File: src/rtl/can_halt_pkg.sv
package can_halt_pkg;
  typedef enum logic [1:0] {
    HS_RUN     = 2'd0,
    HS_HALTED  = 2'd1,
    HS_RECOVER = 2'd2
  } halt_state_e;
endpackage

File: src/rtl/halt_req_arbiter.sv
module halt_req_arbiter (
  input  logic clk,
  input  logic rst_n,
  input  logic running,
  input  logic req_set,
  input  logic req_clr,
  input  logic tx_busy,
  input  logic store_busy,
  input  logic abort,
  output logic halt_now
);
  logic pend_q, pend_d;
  logic quiet;

  assign quiet    = ~tx_busy & ~store_busy;
  assign halt_now = running & ~abort & (req_set | pend_q) & quiet;

  always_comb begin
    pend_d = pend_q;
    if (~running | abort | halt_now | req_clr) begin
      pend_d = 1'b0;
    end else if (req_set) begin
      pend_d = 1'b1;
    end
  end

  always_ff @(posedge clk or negedge rst_n) begin
    if (!rst_n) begin
      pend_q <= 1'b0;
    end else begin
      pend_q <= pend_d;
    end
  end
endmodule

File: src/rtl/idle_run_counter.sv
module idle_run_counter #(
  parameter int unsigned RUN_BITS   = 11,
  parameter int unsigned RUN_REPEAT = 128
) (
  input  logic clk,
  input  logic rst_n,
  input  logic clear,
  input  logic tick,
  input  logic rx_level,
  output logic run_done,
  output logic seq_last
);
  localparam int unsigned BIT_W = (RUN_BITS > 1) ? $clog2(RUN_BITS) : 1;
  localparam int unsigned SEQ_W = (RUN_REPEAT > 1) ? $clog2(RUN_REPEAT) : 1;
  localparam logic [BIT_W-1:0] BIT_LAST = BIT_W'(RUN_BITS - 1);
  localparam logic [SEQ_W-1:0] SEQ_LAST = SEQ_W'(RUN_REPEAT - 1);

  logic [BIT_W-1:0] bit_q, bit_d;
  logic [SEQ_W-1:0] seq_q, seq_d;

  assign run_done = tick & rx_level & (bit_q == BIT_LAST);
  assign seq_last = (seq_q == SEQ_LAST);

  always_comb begin
    bit_d = bit_q;
    seq_d = seq_q;
    if (clear) begin
      bit_d = '0;
      seq_d = '0;
    end else if (tick) begin
      if (!rx_level) begin
        bit_d = '0;
      end else if (run_done) begin
        bit_d = '0;
        seq_d = seq_q + 1'b1;
      end else begin
        bit_d = bit_q + 1'b1;
      end
    end
  end

  always_ff @(posedge clk or negedge rst_n) begin
    if (!rst_n) begin
      bit_q <= '0;
      seq_q <= '0;
    end else begin
      bit_q <= bit_d;
      seq_q <= seq_d;
    end
  end
endmodule

File: src/rtl/can_halt_ctrl.sv
module can_halt_ctrl
  import can_halt_pkg::*;
#(
  parameter int unsigned RUN_BITS   = 11,
  parameter int unsigned RUN_REPEAT = 128
) (
  input  logic clk,
  input  logic rst_n,
  input  logic halt_wr_en,
  input  logic halt_wr_data,
  input  logic bit_tick,
  input  logic rx_level,
  input  logic tx_busy,
  input  logic rx_busy,
  input  logic store_busy,
  input  logic busoff_evt,
  output logic halt_status,
  output logic tx_force_recessive,
  output logic tx_engine_en,
  output logic rx_engine_en,
  output logic rx_abort,
  output logic err_clear,
  output logic node_busoff
);
  halt_state_e state_q, state_d;
  logic busoff_q, busoff_d;
  logic clr_q, clr_d;
  logic abort_q, abort_d;
  logic wr_one, wr_zero, running, halt_now, run_done, seq_last, cnt_clear;

  assign wr_one    = halt_wr_en & halt_wr_data;
  assign wr_zero   = halt_wr_en & ~halt_wr_data;
  assign running   = (state_q == HS_RUN);
  assign cnt_clear = (state_q != HS_RECOVER);

  halt_req_arbiter u_arb (
    .clk        (clk),
    .rst_n      (rst_n),
    .running    (running),
    .req_set    (wr_one),
    .req_clr    (wr_zero),
    .tx_busy    (tx_busy),
    .store_busy (store_busy),
    .abort      (busoff_evt),
    .halt_now   (halt_now)
  );

  idle_run_counter #(
    .RUN_BITS   (RUN_BITS),
    .RUN_REPEAT (RUN_REPEAT)
  ) u_cnt (
    .clk      (clk),
    .rst_n    (rst_n),
    .clear    (cnt_clear),
    .tick     (bit_tick),
    .rx_level (rx_level),
    .run_done (run_done),
    .seq_last (seq_last)
  );

  always_comb begin
    state_d  = state_q;
    busoff_d = busoff_q;
    clr_d    = 1'b0;
    abort_d  = 1'b0;
    if (busoff_evt) begin
      state_d  = HS_HALTED;
      busoff_d = 1'b1;
      abort_d  = running & rx_busy;
    end else begin
      unique case (state_q)
        HS_RUN: begin
          if (halt_now) begin
            state_d = HS_HALTED;
            abort_d = rx_busy;
          end
        end
        HS_HALTED: begin
          if (wr_zero) state_d = HS_RECOVER;
        end
        HS_RECOVER: begin
          if (wr_one) begin
            state_d = HS_HALTED;
          end else if (run_done && (!busoff_q || seq_last)) begin
            state_d = HS_RUN;
            if (busoff_q) begin
              busoff_d = 1'b0;
              clr_d    = 1'b1;
            end
          end
        end
        default: state_d = HS_HALTED;
      endcase
    end
  end

  always_ff @(posedge clk or negedge rst_n) begin
    if (!rst_n) begin
      state_q  <= HS_HALTED;
      busoff_q <= 1'b0;
      clr_q    <= 1'b0;
      abort_q  <= 1'b0;
    end else begin
      state_q  <= state_d;
      busoff_q <= busoff_d;
      clr_q    <= clr_d;
      abort_q  <= abort_d;
    end
  end

  assign halt_status        = (state_q != HS_RUN);
  assign tx_force_recessive = halt_status;
  assign tx_engine_en       = ~halt_status;
  assign rx_engine_en       = ~halt_status;
  assign rx_abort           = abort_q;
  assign err_clear          = clr_q;
  assign node_busoff        = busoff_q;
endmodule

File: config.mk
export PLATFORM = sky130hd
export DESIGN_NAME = can_halt_ctrl
export DESIGN_NICKNAME = d
export VERILOG_FILES = /design/src/rtl/can_halt_pkg.sv /design/src/rtl/halt_req_arbiter.sv /design/src/rtl/idle_run_counter.sv /design/src/rtl/can_halt_ctrl.sv
export SDC_FILE = /design/constraint.sdc
export NUM_CORES = 1
export LEC_CHECK = 0
export BUFFER_PORTS_ARGS = -buffer_cell sky130_fd_sc_hd__buf_4
export CAP_MARGIN = 5
export CORE_AREA = 2 2 58 60
export DETAILED_ROUTE_END_ITERATION = 16
export DIE_AREA = 0 0 60 62
export PLACE_DENSITY_LB_ADDON = 0.25
export SYNTH_ARGS = -nofsm -noshare
export SYNTH_HDL_FRONTEND = slang
export SYNTH_SLANG_ARGS = --single-unit
File: constraint.sdc
create_clock -name clk -period 1.8 [get_ports clk]
set_input_delay 0.18 -clock clk [delete_from_list [all_inputs] [get_ports clk]]
set_output_delay 0.18 -clock clk [all_outputs]
set_load 0.05 [all_outputs]
==> impl_metrics.tcl, run 1 <==
set metrics [dict create \
    peakVddDrop_mv 0.3760 \
    postSynthAreaPerCell_sq_um 9.496 \
    tightest_slew_ns 0.3341 \
    drt-pass1-iter-count 4 \
    multi_input_area_sq_um 425.4 \
    grt_pass1_vias 644 \
    crit_path_max_fanout 9 \
    cts_tree "done" \
    synth_edf_count 0 \
    grt_max_degree 18 \
    area_delta_synth_final_pct 21.50 \
    ys_types 32 \
    maxCapViolCount 0 \
    ys_seq_area_frac 0.4730 \
    setup_violations 0 \
    maxSlewHeadroom 0.7764 \
    finalCoreUtilization 0.3447 \
    cp.arrival_ns 1.78 \
    initial_core_util 0.2837 \
    fmax_mhz 622.5 \
    overflow 0 \
    clkLatencyLatePin_ns 0.28 \
    fin_crit_sh 0.8925 \
    post-cts-setup-buffers 0 \
    fin_worst_skew_ns 0.001024 \
    wire_per_inst_um 10.66 \
    coreArea_sq_um 3179 \
    row_count 21 \
    synthArstFlopShare 1.000 \
    hpwlAfterDp_um 1289 \
    end_kind "flip-flop" \
    dpl.cell_count 154 \
    die_w_um 60 \
    cts_buffers 3 \
    io-pin-count 17 \
    combPwrFrac 0.150 \
    first_iter_violations 10 \
    internal_power_uw 510.8 \
    synth-main-ff-cell "dfrtp_1" \
    die_h_um 62 \
    clock_sinks 17 \
    ys_ff_latch 17 \
    critical-path-slowest-cell "dfrtp_1" \
    dpl-instance-area_sq_um 1060 \
    seqPwrFrac 0.561 \
    crit_path_max_incr_delay_ns 0.42 \
    clkPwrFrac 0.290 \
    drc 0 \
    clkTransAtPathRegs_ns 0.10 \
    drive_gt1_frac 0.2301 \
    portBuffers 16 \
    p_sw_uw 186.9 \
    syn_inst 95 \
    status "finished, final reports clean" \
    root_buffer "clkbuf_4" \
    gr-usage-all-layers 0.1064 \
    grt_pass1_wl_um 2842 \
    ant_nets 0 \
    avgViaCountPerCell 4.453 \
    startpoint_type "flip-flop" \
    slew_viol_final 0 \
    register_area_sq_um 426.7 \
    grt_antenna_before_repair 0 \
    switching_share 0.2679 \
    worstPathCellList "inv_1 -> ha_1 -> nand3b_4 -> nor2_1 -> a21boi_0 -> o21ai_0" \
    fin_nets 127 \
    syn_area_sq_um 902.1 \
    num_vias 708 \
    hold_class "input pin to flip-flop" \
    required_ns 1.97 \
    wl_um 1695 \
    yosysWarnings 0 \
    period_minus_slack_ns 1.606 \
    final_area_sq_um 1096 \
    dieArea_sq_um 3720 \
    rsz0062_at_grt "no" \
    clock_path_buffers 2 \
    final_hold_viol_count 0 \
    crit_type "flip-flop to flip-flop" \
    h-tree-depth 1 \
    p_per_area_nw_per_um2 636.5 \
    power_uw 697.6 \
    final_cells 159 \
    tns_ns 0 \
    n_antenna_cell 0 \
    globalplace.congestion 0.8295 \
    p_leak_nw 0.4835 \
    fill_cells 340 \
    synth_nets 108 \
]
cells in the mapped netlist (2+ instances only):
cell type / number / area share
nand2_1: 9 / 0.037
dfrtp_1: 16 / 0.44
nor4_1: 3 / 0.021
nand3_1: 4 / 0.022
o21ai_0: 5 / 0.028
buf_4: 2 / 0.017
ha_1: 3 / 0.042
nor2_1: 14 / 0.058
a21oi_1: 5 / 0.028
xnor2_1: 5 / 0.049
nor3_1: 2 / 0.011
inv_1: 6 / 0.025
and3_1: 2 / 0.014
critical path: cells and delay by family (launching register included):
family / cells / cell delay, ns
buffers and inverters: 1 / 0.09
AO/OA/AOI/OAI: 2 / 0.33
AND/OR/NAND/NOR: 2 / 0.44
adder cells (fa/ha/maj): 1 / 0.22
flip-flops: 1 / 0.42
timing repair:
item,in CTS,in global routing
gates resized for setup,0,0
hold buffers,1,0
hold endpoints to repair,17,0
power by group through the flow:
stage	clock, mW	combinational [mW]	sequential, mW
2_1_floorplan	0	0.0624	0.401
3_3_place_gp	0	0.104	0.399
3_5_place_dp	0	0.104	0.399
4_1_cts	0.213	0.106	0.391
5_1_grt	0.229	0.114	0.392
6_report	0.202	0.104	0.391
cells by family after synthesis:
family | Yosys count | share of synthesized area
compound gates | 17 | 0.1179
mux | 2 | 0.02358
xor+xnor | 5 | 0.04854
buf+inv | 10 | 0.05824
fa+ha+maj | 3 | 0.04161
simple gates | 41 | 0.2372
flops | 17 | 0.4730
layout by cell type, fill, tap and decap left out, types with 2 or more instances in the layout:
master,synthesis,final
nor2_1,14,13
nor3_1,2,2
clkbuf_4,0,3
o21ai_0,5,5
ha_1,3,3
buf_4,2,17
nand3_1,4,4
dfrtp_1,16,16
xnor2_1,5,5
and3_1,2,2
nor4_1,3,3
a21oi_1,5,5
nand2_1,9,9
inv_1,6,6
metrics by stage:
stage          hold WS (ns)  setup WS, ns
2_1_floorplan       -0.1156       0.02808
3_3_place_gp        0.06212        0.2169
3_5_place_dp        0.06083        0.2018
4_1_cts             0.09315        0.1862
5_1_grt             0.09779       0.01382
6_report             0.1029        0.1935
registers in the layout (all words and copies together), names as in the netlist:
register,flops
u_cnt.seq_q,7
node_busoff,1
u_arb.pend_q,1
u_cnt.bit_q,4
state_q,2
err_clear,1
rx_abort,1
layout make-up:
| cell class | count | area share |
|---|---|---|
| sequential | 17 | 0.3893 |
| multi-input combinational | 68 | 0.3881 |
| timing repair buffer | 18 | 0.1256 |
| tap | 46 | 0.05251 |
| clock buffer | 4 | 0.02397 |
| inverter | 6 | 0.02055 |
routing by layer:
layer	track usage	up-vias	part of all wire
met5	0	-	0
met4	0.05714	0	0.011
met3	0.02484	2	0.021
met2	0.1708	4	0.50
met1	0.1334	342	0.47
li1	-	360	-
worst paths after layout:
| kind | startpoint | to | slack [ns] | cells past startpoint |
|---|---|---|---|---|
| max | u_cnt.bit_q[0] | state_q[1] | 0.19 | 6 |
| min | rx_busy | rx_abort | 0.10 | 3 |
| max reg2reg | u_cnt.bit_q[0] | state_q[1] | 0.19 | 6 |
| min reg2reg | u_arb.pend_q | u_arb.pend_q | 0.54 | 2 |
| max in group asynchronous | rst_n | state_q[0] | 1.26 | 2 |
| min in group asynchronous | rst_n | u_cnt.seq_q[4] | 0.28 | 2 |
No activity file was read; power rests on OpenSTA's default activity.
==> run 2, diff against run 1 <==
--- a/config.mk
+++ b/config.mk
@@ -7,10 +7,12 @@
 export LEC_CHECK = 0
 export BUFFER_PORTS_ARGS = -buffer_cell sky130_fd_sc_hd__buf_4
 export CAP_MARGIN = 5
-export CORE_AREA = 2 2 58 60
+export CORE_AREA = 5 5 61 63
 export DETAILED_ROUTE_END_ITERATION = 16
-export DIE_AREA = 0 0 60 62
+export DIE_AREA = 0 0 66 68
+export GPL_TIMING_DRIVEN = 1
 export PLACE_DENSITY_LB_ADDON = 0.25
+export REMOVE_ABC_BUFFERS = 1
 export SYNTH_ARGS = -nofsm -noshare
 export SYNTH_HDL_FRONTEND = slang
 export SYNTH_SLANG_ARGS = --single-unit
==> impl_metrics.tcl, run 2 (synthesis gave the netlist of run 1 again) <==
set metrics [dict create \
    cp.arrival_ns 1.77 \
    clock_sinks 17 \
    drive_gt1_frac 0.2301 \
    hold_class "input pin to flip-flop" \
    final_common_cell "buf_4" \
    p_leak_nw 0.4865 \
    p_per_area_nw_per_um2 639.0 \
    rsz0062_at_grt "no" \
    critical-path-slowest-cell "dfrtp_1" \
    n_antenna_cell 0 \
    cts_tree "done" \
    hold_path_depth 3 \
    gr-usage-all-layers 0.08522 \
    cts_hold_buf 1 \
    globalplace.congestion 0.8305 \
    min_from "rx_busy" \
    hpwlAfterDp_um 1299 \
    fin_crit_sh 0.8802 \
    status "finished, final reports clean" \
    required_ns 1.99 \
    maxCapViolCount 0 \
    ant_nets 0 \
    row_count 21 \
    grt_max_degree 18 \
    io-pin-count 17 \
    internal_power_uw 506.8 \
    clkTransAtPathRegs_ns 0.10 \
    die_w_um 66 \
    cp_top_family "simple AND/OR/NAND/NOR gates" \
    ctsResizeCount 0 \
    area_delta_synth_final_pct 21.36 \
    timing.rr.start "u_cnt.bit_q[0]" \
    seqPwrFrac 0.558 \
    grt_pass1_wl_um 2946 \
    grt_antenna_before_repair 0 \
    num_vias 709 \
    fin_worst_skew_ns 0.005232 \
    final_hold_viol_count 0 \
    root_buffer "clkbuf_4" \
    fill_cells 347 \
    cts_buffers 3 \
    largest_reg_flops 7 \
    drt-pass1-iter-count 4 \
    wl_um 1746 \
    regToRegEndpoint "state_q[1]" \
    p_sw_uw 192.8 \
    grt_pass1_vias 661 \
    overflow 0 \
    switching_share 0.2756 \
    timing.reg2reg.setup_slack_ns 0.22 \
    peakVddDrop_mv 0.2577 \
    crit_path_max_fanout 9 \
    crit_path_max_incr_delay_ns 0.42 \
    end_kind "flip-flop" \
    fmax_mhz 631.2 \
    wire_per_inst_um 10.98 \
    multi_input_area_sq_um 422.9 \
    post-cts-setup-buffers 0 \
    combPwrFrac 0.148 \
    slew_viol_final 0 \
    layout_common_cells "buf_4 (17), dfrtp_1 (16), nor2_1 (14)" \
    dieArea_sq_um 4488 \
    die_h_um 68 \
    portBuffers 16 \
    tns_ns 0 \
    holdWs_ns 0.09380 \
    first_iter_violations 13 \
    tightest_slew_ns 0.3345 \
    holdPathEnd "rx_abort" \
    fin_nets 127 \
    worstPathCellList "inv_1 -> ha_1 -> nand3b_4 -> nor2_1 -> a21boi_0 -> o21ai_0" \
    drc 0 \
    top_regs "u_cnt.seq_q: 7 flops, u_cnt.bit_q: 4 flops, state_q: 2 flops" \
    clock_path_buffers 2 \
    avgViaCountPerCell 4.459 \
    startpoint_type "flip-flop" \
    h-tree-depth 1 \
    path_buf_inv 1 \
    coreArea_sq_um 3179 \
    register_area_sq_um 426.7 \
    clkPwrFrac 0.294 \
    crit_type "flip-flop to flip-flop" \
    initial_core_util 0.2837 \
    setup_violations 0 \
    clkLatencyLatePin_ns 0.29 \
    maxSlewHeadroom 0.7750 \
    regMostFlops "u_cnt.seq_q" \
    period_minus_slack_ns 1.584 \
    ff2ff_path_depth 6 \
]
[run 2: changes by cell type in the layout (fill, tap and decap cells not counted), sizes merged]
cell,previous run,this run
clkinv,0,1
clkbuf,4,3
[run 2: worst max path at each step]
stage	startpoint	to	cells past startpoint
floorplan	state_q[1]	halt_status	2
global placement	u_cnt.bit_q[0]	state_q[1]	6
detailed placement	u_cnt.bit_q[0]	state_q[1]	6
CTS	u_cnt.bit_q[0]	state_q[1]	6
global route	u_cnt.bit_q[0]	state_q[1]	6
finish	u_cnt.bit_q[0]	state_q[1]	6
[run 2: routing by layer]
metal  up-vias  routed length (um)  global-route usage
met4         0                  27             0.03807
met1       338                 796              0.1098
met5         -                   0                   0
met2         8                 881              0.1364
li1        359                   -                   -
met3         4                  41             0.01970
[run 2: metrics by stage]
step                std cells  area [sq um]    util  total power, mW  setup WS, ns
floorplan                  91         872.1       -           0.4520        -1.044
global placement          154          1057  0.3325           0.5018        0.2241
detailed placement        154          1057  0.3325           0.5017        0.2201
CTS                       159          1095  0.3444           0.7177        0.2183
global route              159          1095  0.3444           0.7465        0.1114
finish                    159          1095  0.3444           0.6996        0.2156
[run 2: cell type report]
type                       instances  share of cell area
sequential                        17              0.3897
multi-input combinational         68              0.3863
timing repair buffer              18              0.1257
tap                               46             0.05257
clock buffer                       3             0.02057
inverter                           6             0.02057
clock inverter                     1            0.004571
[run 2: tightest hold or removal path, stage by stage]
cell and delay, ns:
buf_4 0.11, nand2_1 0.04, nor2_1 0.03
[run 2: power by group through the flow]
stage	Sequential (mW)	Clock, mW	Combinational [mW]
6_report	0.391	0.205	0.104
5_1_grt	0.392	0.242	0.113
4_1_cts	0.391	0.221	0.105
3_5_place_dp	0.398	0	0.103
3_3_place_gp	0.398	0	0.104
2_1_floorplan	0.400	0	0.0516
